==> config.mk <==
export PLATFORM = sky130hd
export DESIGN_NAME = rtc_pram_ctrl
export DESIGN_NICKNAME = d
export VERILOG_FILES = /design/src/rtl/rtc_cmd_pkg.sv /design/src/rtl/rtc_store.sv /design/src/rtl/rtc_cmd_engine.sv /design/src/rtl/rtc_pram_ctrl.sv
export SDC_FILE = /design/constraint.sdc
export NUM_CORES = 2
export LEC_CHECK = 0
export BUFFER_PORTS_ARGS = -buffer_cell sky130_fd_sc_hd__buf_2
export CORE_MARGIN = 2
export CORE_UTILIZATION = 55
export DETAILED_ROUTE_END_ITERATION = 8
export HOLD_SLACK_MARGIN = 0.03
export MAX_ROUTING_LAYER = met4
export PLACE_DENSITY = 0.73
export SETUP_SLACK_MARGIN = 0.05
export SLEW_MARGIN = 10
export SYNTH_ARGS = -nofsm -noshare
export SYNTH_HDL_FRONTEND = slang
export SYNTH_HIERARCHICAL = 1
export SYNTH_SLANG_ARGS = --single-unit
==> constraint.sdc <==
create_clock -name clk -period 3.65 [get_ports clk]
set_clock_uncertainty 0.2 [all_clocks]
set_input_delay 0.1825 -clock clk [delete_from_list [all_inputs] [get_ports clk]]
set_output_delay 0.1825 -clock clk [all_outputs]
set_load 0.02 [all_outputs]
==> src/rtl/rtc_cmd_pkg.sv <==
package rtc_cmd_pkg;

    localparam int BYTE_W    = 8;
    localparam int RAM_AW    = 8;
    localparam int SEC_N     = 4;
    localparam int SEC_AW    = $clog2(SEC_N);
    localparam int EXT_HI_W  = 3;
    localparam int EXT_LO_W  = RAM_AW - EXT_HI_W;

    typedef enum logic [1:0] {
        PH_CMD    = 2'd0,
        PH_EXT_RD = 2'd1,
        PH_EXT_WR = 2'd2,
        PH_WDATA  = 2'd3
    } phase_e;

    typedef enum logic [1:0] {
        ST_DATA = 2'b00,
        ST_MORE = 2'b01,
        ST_DONE = 2'b10
    } status_e;

    typedef enum logic [2:0] {
        T_SEC, T_RAM, T_EXT, T_LOCK, T_TEST, T_BAD
    } target_e;

    typedef struct packed {
        logic              rd;
        target_e           tgt;
        logic [RAM_AW-1:0] addr;
    } cmd_dec_t;

    // Classify a first command byte.
    function automatic cmd_dec_t decode_cmd(input logic [BYTE_W-1:0] c);
        cmd_dec_t d;
        d.rd   = c[7];
        d.tgt  = T_BAD;
        d.addr = '0;
        if (c[6]) begin
            d.tgt  = T_RAM;
            d.addr = RAM_AW'(c[5:2]);
        end else begin
            case (c[5:4])
                2'b00: begin
                    d.tgt  = T_SEC;
                    d.addr = RAM_AW'(c[3:2]);
                end
                2'b10: begin
                    d.tgt  = T_RAM;
                    d.addr = RAM_AW'(8'h10) | RAM_AW'(c[3:2]);
                end
                2'b11: begin
                    if (c[3]) begin
                        d.tgt  = T_EXT;
                        d.addr = {c[EXT_HI_W-1:0], {EXT_LO_W{1'b0}}};
                    end else begin
                        d.tgt = c[2] ? T_LOCK : T_TEST;
                    end
                end
                default: d.tgt = T_BAD;
            endcase
        end
        return d;
    endfunction

    // Second address byte must keep bits 7, 1 and 0 clear.
    function automatic logic ext_lo_ok(input logic [BYTE_W-1:0] b);
        return !(b[7] || b[1] || b[0]);
    endfunction

endpackage

==> src/rtl/rtc_store.sv <==
module rtc_store #(
    parameter int DW    = 8,
    parameter int AW    = 8,
    parameter int SEC_N = 4
) (
    input  logic          clk,
    input  logic          wr_en,
    input  logic          wr_sec,
    input  logic [AW-1:0] wr_addr,
    input  logic [DW-1:0] wr_data,
    input  logic          rd_sec,
    input  logic [AW-1:0] rd_addr,
    output logic [DW-1:0] rd_data
);
    localparam int DEPTH = 1 << AW;
    localparam int SAW   = $clog2(SEC_N);

    logic [DW-1:0] ram   [DEPTH];
    logic [DW-1:0] sec_q [SEC_N];

    always_ff @(posedge clk) begin
        if (wr_en && !wr_sec) ram[wr_addr] <= wr_data;
    end

    for (genvar i = 0; i < SEC_N; i++) begin : g_sec
        always_ff @(posedge clk) begin
            if (wr_en && wr_sec && wr_addr[SAW-1:0] == SAW'(i))
                sec_q[i] <= wr_data;
        end
    end

    assign rd_data = rd_sec ? sec_q[rd_addr[SAW-1:0]] : ram[rd_addr];

endmodule

==> src/rtl/rtc_cmd_engine.sv <==
module rtc_cmd_engine
    import rtc_cmd_pkg::*;
(
    input  logic              clk,
    input  logic              rst,
    input  logic              in_vld,
    input  logic [BYTE_W-1:0] in_byte,
    output logic              out_vld,
    output status_e           out_status,
    output logic [BYTE_W-1:0] out_byte,
    output logic              st_wr_en,
    output logic              st_wr_sec,
    output logic [RAM_AW-1:0] st_wr_addr,
    output logic [BYTE_W-1:0] st_wr_data,
    output logic              st_rd_sec,
    output logic [RAM_AW-1:0] st_rd_addr,
    input  logic [BYTE_W-1:0] st_rd_data
);
    phase_e            phase_q, phase_d;
    target_e           tgt_q, tgt_d;
    logic [RAM_AW-1:0] addr_q, addr_d;
    logic              lock_q;
    logic              lock_we;
    status_e           resp_st;
    logic [BYTE_W-1:0] resp_byte;
    cmd_dec_t          dec;
    logic [RAM_AW-1:0] ext_addr;

    assign dec      = decode_cmd(in_byte);
    assign ext_addr = {addr_q[RAM_AW-1:EXT_LO_W], in_byte[EXT_LO_W+1:2]};

    assign st_rd_sec  = (phase_q == PH_CMD) && (dec.tgt == T_SEC);
    assign st_rd_addr = (phase_q == PH_CMD) ? dec.addr : ext_addr;
    assign st_wr_addr = addr_q;
    assign st_wr_data = in_byte;
    assign st_wr_sec  = (tgt_q == T_SEC);

    always_comb begin
        phase_d   = phase_q;
        tgt_d     = tgt_q;
        addr_d    = addr_q;
        lock_we   = 1'b0;
        st_wr_en  = 1'b0;
        resp_st   = ST_DONE;
        resp_byte = '0;
        if (in_vld) begin
            case (phase_q)
                PH_CMD: begin
                    case (dec.tgt)
                        T_BAD: resp_st = ST_DONE;
                        T_EXT: begin
                            addr_d  = dec.addr;
                            tgt_d   = T_RAM;
                            phase_d = dec.rd ? PH_EXT_RD : PH_EXT_WR;
                            resp_st = ST_MORE;
                        end
                        T_LOCK, T_TEST: begin
                            if (!dec.rd) begin
                                tgt_d   = dec.tgt;
                                phase_d = PH_WDATA;
                                resp_st = ST_MORE;
                            end
                        end
                        default: begin
                            if (dec.rd) begin
                                resp_st   = ST_DATA;
                                resp_byte = st_rd_data;
                            end else begin
                                tgt_d   = dec.tgt;
                                addr_d  = dec.addr;
                                phase_d = PH_WDATA;
                                resp_st = ST_MORE;
                            end
                        end
                    endcase
                end
                PH_EXT_RD, PH_EXT_WR: begin
                    if (!ext_lo_ok(in_byte)) begin
                        phase_d = PH_CMD;
                        resp_st = ST_DONE;
                    end else if (phase_q == PH_EXT_RD) begin
                        phase_d   = PH_CMD;
                        resp_st   = ST_DATA;
                        resp_byte = st_rd_data;
                    end else begin
                        addr_d  = ext_addr;
                        phase_d = PH_WDATA;
                        resp_st = ST_MORE;
                    end
                end
                default: begin
                    phase_d = PH_CMD;
                    resp_st = ST_DONE;
                    case (tgt_q)
                        T_LOCK:  lock_we  = 1'b1;
                        T_TEST:  st_wr_en = 1'b0;
                        default: st_wr_en = !lock_q;
                    endcase
                end
            endcase
        end
    end

    always_ff @(posedge clk) begin
        if (rst) begin
            phase_q    <= PH_CMD;
            tgt_q      <= T_BAD;
            addr_q     <= '0;
            lock_q     <= 1'b0;
            out_vld    <= 1'b0;
            out_status <= ST_DONE;
            out_byte   <= '0;
        end else begin
            phase_q    <= phase_d;
            tgt_q      <= tgt_d;
            addr_q     <= addr_d;
            if (lock_we) lock_q <= in_byte[7];
            out_vld    <= in_vld;
            out_status <= resp_st;
            out_byte   <= resp_byte;
        end
    end

endmodule

==> src/rtl/rtc_pram_ctrl.sv <==
module rtc_pram_ctrl
    import rtc_cmd_pkg::*;
(
    input  logic       clk,
    input  logic       rst,
    input  logic       data_wr,
    input  logic [7:0] data_wdata,
    input  logic       ctrl_wr,
    input  logic [7:0] ctrl_wdata,
    output logic [7:0] data_q,
    output logic [7:0] ctrl_q,
    output logic       eng_valid,
    output logic [1:0] eng_status
);
    logic              start_ok;
    logic              eng_go;
    status_e           eng_st;
    logic [BYTE_W-1:0] eng_byte;
    logic              wr_en, wr_sec, rd_sec;
    logic [RAM_AW-1:0] wr_addr, rd_addr;
    logic [BYTE_W-1:0] wr_data, rd_data;

    assign start_ok   = ctrl_wr && ctrl_wdata[7] && !ctrl_q[7];
    assign eng_go     = start_ok && !ctrl_wdata[6];
    assign eng_status = eng_st;

    always_ff @(posedge clk) begin
        if (rst) begin
            ctrl_q <= '0;
            data_q <= '0;
        end else begin
            if (start_ok)       ctrl_q    <= ctrl_wdata;
            else if (ctrl_q[7]) ctrl_q[7] <= 1'b0;
            if (eng_valid)      data_q    <= eng_byte;
            else if (data_wr)   data_q    <= data_wdata;
        end
    end

    rtc_cmd_engine u_engine (
        .clk        (clk),
        .rst        (rst),
        .in_vld     (eng_go),
        .in_byte    (data_q),
        .out_vld    (eng_valid),
        .out_status (eng_st),
        .out_byte   (eng_byte),
        .st_wr_en   (wr_en),
        .st_wr_sec  (wr_sec),
        .st_wr_addr (wr_addr),
        .st_wr_data (wr_data),
        .st_rd_sec  (rd_sec),
        .st_rd_addr (rd_addr),
        .st_rd_data (rd_data)
    );

    rtc_store #(
        .DW    (BYTE_W),
        .AW    (RAM_AW),
        .SEC_N (SEC_N)
    ) u_store (
        .clk     (clk),
        .wr_en   (wr_en),
        .wr_sec  (wr_sec),
        .wr_addr (wr_addr),
        .wr_data (wr_data),
        .rd_sec  (rd_sec),
        .rd_addr (rd_addr),
        .rd_data (rd_data)
    );

endmodule

==> impl_metrics.yaml <==
status:
  status: "finished, violations left"
  violations: "negative setup slack"
place:
  port_buffers: 38
  detailed_place_hpwl_mm: 132.9
  dpl.cell_count: 6911
  finalWeightedCongestion: 0.9361
sta:
  timing_worst_slew_pin_value_ns: 1.372
  slew_headroom_pct: 8.505
  grt_setup_unrepaired: "true"
  setup_viol: 8
  hold_viol: 0
  postLayoutSetupSlackWorst_ns: -0.2051
  fin_crit_ns: 3.855
  report.final.slew_viol_count: 0
  timing.fmax_mhz: 259.4
  period_share_pct: 105.6
final_layout:
  post_route_cells_drive_above_1_share_pct: 31.48
  instances_no_fill: 7420
  nets: 5237
  filler_cell_count: 9415
  syn2layout_area_growth_pct: 20.54
power_and_ir_drop:
  pwr_per_cell_area_nw_per_um2: 509.5
  power.ir.vdd_worst_v: 0.0003789
  p_sw_w: 0.01134
  leakage_power_summed_over_all_cells_nw: 33.05
  intPower_w: 0.04008
  comb_power_share_pct: 7.6
  seq_power_share_pct: 52.3
  switching_share_pct: 22.05
  clock_power_share_pct: 40.0
  total_power_after_layout_w: 0.05142
floorplanning:
  pin_count: 39
  floorplan.core_area_sq_um: 151500
  dieHeight_um: 394.2
  row_count: 143
  initial_core_util_pct: 55.25
  die_area_sq_um: 155400
  die_w_um: 394.2
grt:
  grt_start_max_net_pins: 239
  grt_pass1_wl_mm: 316.8
  global_route.overflow_total: 0
  grt_pass1_vias: 46750
  grt_usage_pct: 28.74
  antenna_found_initial: 5
synth:
  dominantRegCellSynth: "edfxtp_1"
  netlist-cell-type-count: 70
  yosys_warnings: 6
  synth_enable_flop_cells: 2080
  postSynthCellCount: 4336
  number_of_synthesized_register_bits: 2121
  syn-mean-instance-area_sq_um: 19.31
  netlist_area_sq_um: 83730
  synth.yosys.seq_area_share_pct: 75.57
  synth.net_count: 4360
  async_flop_share_pct: 0
clock_tree:
  cts_tree: "built"
  clockRootBuffer: "clkbuf_16"
  path_clk_slew_ns: 0.06
  clock-sinks: 2121
  htree_levels: 4
  cts.path.max_buffers: 3
  cts_buffers: 199
  clk_latency_ns: 0.85
setup_path:
  critPathKind: "reg -> reg"
  crit_path_max_fanout: 5
  worst_endpoint_data_arrival_time_ns: 4.44
  cpLargestDelayFamily: "simple AND/OR/NAND/NOR gates"
  crit_path_end_kind: "flip-flop"
  critical-path-max-stage-delay_ns: 0.46
  critPathLaunchType: "flip-flop"
  crit_cells: 14
  critical_path_most_common_cell: "buf_4"
  reg2regPathDepth: 14
  timing.critical_path.buf_inv: 5
  crit_slowest_cell: "nor2_1"
  worst_ep_required_time_ns: 4.23
  cp_cell_sequence: "inv_2 -> ha_4 -> nand3b_1 -> and2_4 -> buf_4 -> buf_4 -> nor2_1 -> buf_4 -> buf_4 -> a22oi_1 -> a211oi_4 -> nand4b_1 -> nand3_1 -> and2_1"
detailed_routing:
  detailedRoute.firstIterationViolations: 6926
  drt.antenna.violating_nets: 0
  avgViaCountPerCell: 6.412
  wl_mm: 219.9
  dr_total_vias: 47580
  first_drt_pass_iteration_count: 6
  detail_route.drc_violations: 0
  avgRoutedWirePerCell_um: 29.64
worst_hold_path:
  holdCritPathClass: "reg -> reg"
  holdPathStages: 2
flow_run:
  max-cap-violations: 0
-- through the flow --
step	util [%]	instance area, sq um	setup WS, ns	setup TNS, ns	hold slack, ns
3_5_place_dp	60.27	91340	-0.7507	-3.853	0.2604
6_report	66.60	100900	-0.2051	-0.7974	0.2963
2_1_floorplan	-	83730	0.07168	0	0.1372
5_1_grt	66.60	100900	-0.1994	-1.212	0.3117
4_1_cts	65.92	99900	-0.05784	-0.1189	0.2368
3_3_place_gp	60.27	91340	-0.7226	-3.756	0.2552
-- worst paths after layout --
path / startpoint / slack [ns] / end
worst min-delay path: u_engine/tgt_q[2] / 0.30 / u_engine/tgt_q[2]
worst max-delay path: u_engine/phase_q[1] / -0.21 / u_engine/out_byte[1]
worst max register to register: u_engine/phase_q[1] / -0.21 / u_engine/out_byte[1]
worst min register to register: u_engine/tgt_q[2] / 0.30 / u_engine/tgt_q[2]
-- final cells by class --
class	count	area [sq um]	share of cell area, %
sequential	2121	63310	62.73
inverter	15	63.81	0.06322
tap	2030	2540	2.517
multi-input combinational	1927	19840	19.66
clock inverter	130	1260	1.248
clock buffer	242	5215	5.167
antenna	6	15.01	0.01488
timing repair buffer	949	8680	8.600
-- power by group through the flow --
stage               Sequential [W]  Combinational (W)  Clock [W]
CTS                         0.0269            0.00372     0.0208
detailed placement          0.0274            0.00337          0
global placement            0.0274            0.00330          0
floorplan                   0.0274            0.00201          0
global route                0.0269            0.00409     0.0217
finish                      0.0269            0.00393     0.0206
-- timing repair --
item / CTS / global route
gates cloned: 7 / 3
gates resized for setup: 214 / 137
endpoints found under the hold margin: 32 / 0
setup endpoints to repair: 745 / 2056
hold buffers: 50 / 0
buffers inserted: 51 / 30
pin swaps: 45 / 57
-- tightest hold or removal path: stages (launching register included) --
cell and delay, ns:
dfxtp_1 0.32, inv_1 0.07, a32oi_1 0.05
-- layout by cell type, fill, tap and decap left out, drive strengths merged, types with 9 or more instances in the layout --
| cell type | instances |
|---|---|
| nor2b | 22 |
| nor2 | 298 |
| a2111oi | 14 |
| nor3 | 26 |
| mux4 | 327 |
| dlygate4sd3 | 50 |
| buf | 895 |
| mux2i | 423 |
| and3 | 9 |
| nand3 | 40 |
| o221ai | 58 |
| nand2b | 36 |
| o21ai | 79 |
| dfxtp | 41 |
| clkinv | 88 |
| clkinvlp | 15 |
| a221oi | 53 |
| a31oi | 15 |
| and2 | 17 |
| inv | 23 |
| bufinv | 19 |
| edfxtp | 2080 |
| a211o | 16 |
| clkbuf | 245 |
| o22ai | 124 |
| a21oi | 72 |
| nand2 | 134 |
| a211oi | 50 |
| nand4 | 14 |
-- sequential cells by signal (all words and copies together) (netlist names) --
signal and cells:
data_q 8, ctrl_q 8, u_engine/lock_q 1, u_engine/st_wr_addr 8
u_engine/tgt_q 3, u_store/sec_q 32, u_engine/out_byte 8, u_engine/phase_q 2
u_store/ram 2048, u_engine/out_vld 1, u_engine/out_status 2
-- layer usage --
metal / track usage, % / part of all wire (%)
met1: 39.23 / 38
met5: - / 0
met3: 5.349 / 10
met2: 43.72 / 48
met4: 10.60 / 3.7
-- Yosys cell counts (all sizes together), types with 4 or more instances --
cell type | instances | area [sq um]
edfxtp | 2080 | 62460
o22ai | 124 | 775.7
o21ai | 79 | 395.4
or4b | 4 | 40.04
inv | 14 | 52.55
a2111oi | 14 | 123.9
mux4 | 327 | 7500
o221ai | 58 | 531.8
nand4 | 14 | 87.58
a31oi | 15 | 93.84
mux2i | 423 | 4234
a311oi | 5 | 43.79
ha | 4 | 50.05
and2 | 16 | 100.1
a32oi | 4 | 35.03
dfxtp | 41 | 820.8
o2111ai | 4 | 35.03
a211oi | 50 | 375.4
nor2b | 22 | 137.6
a21oi | 72 | 360.4
a211o | 16 | 140.1
nor4 | 8 | 50.05
and3 | 9 | 56.30
nand2b | 36 | 225.2
nor2 | 298 | 1121
a22o | 8 | 70.07
nand3 | 40 | 200.2
o21a | 4 | 30.03
nand2 | 134 | 503.0
buf | 160 | 1554
nor3 | 26 | 130.1
or3 | 7 | 43.79
o211ai | 7 | 52.55
a221oi | 53 | 476.7
a221o | 4 | 40.04
nand3b | 8 | 60.06
clkbuf | 114 | 427.9
-- cells by family after synthesis --
kind of cell,count (synthesis),share of synthesized area [%]
AO/OA/AOI/OAI,536,4.475
adder cells (fa/ha/maj),4,0.05977
buffers and inverters,289,2.434
flip-flops,2121,75.57
multiplexers,750,14.01
AND/OR/NAND/NOR,636,3.443
Power figures use the tool's default switching activity.
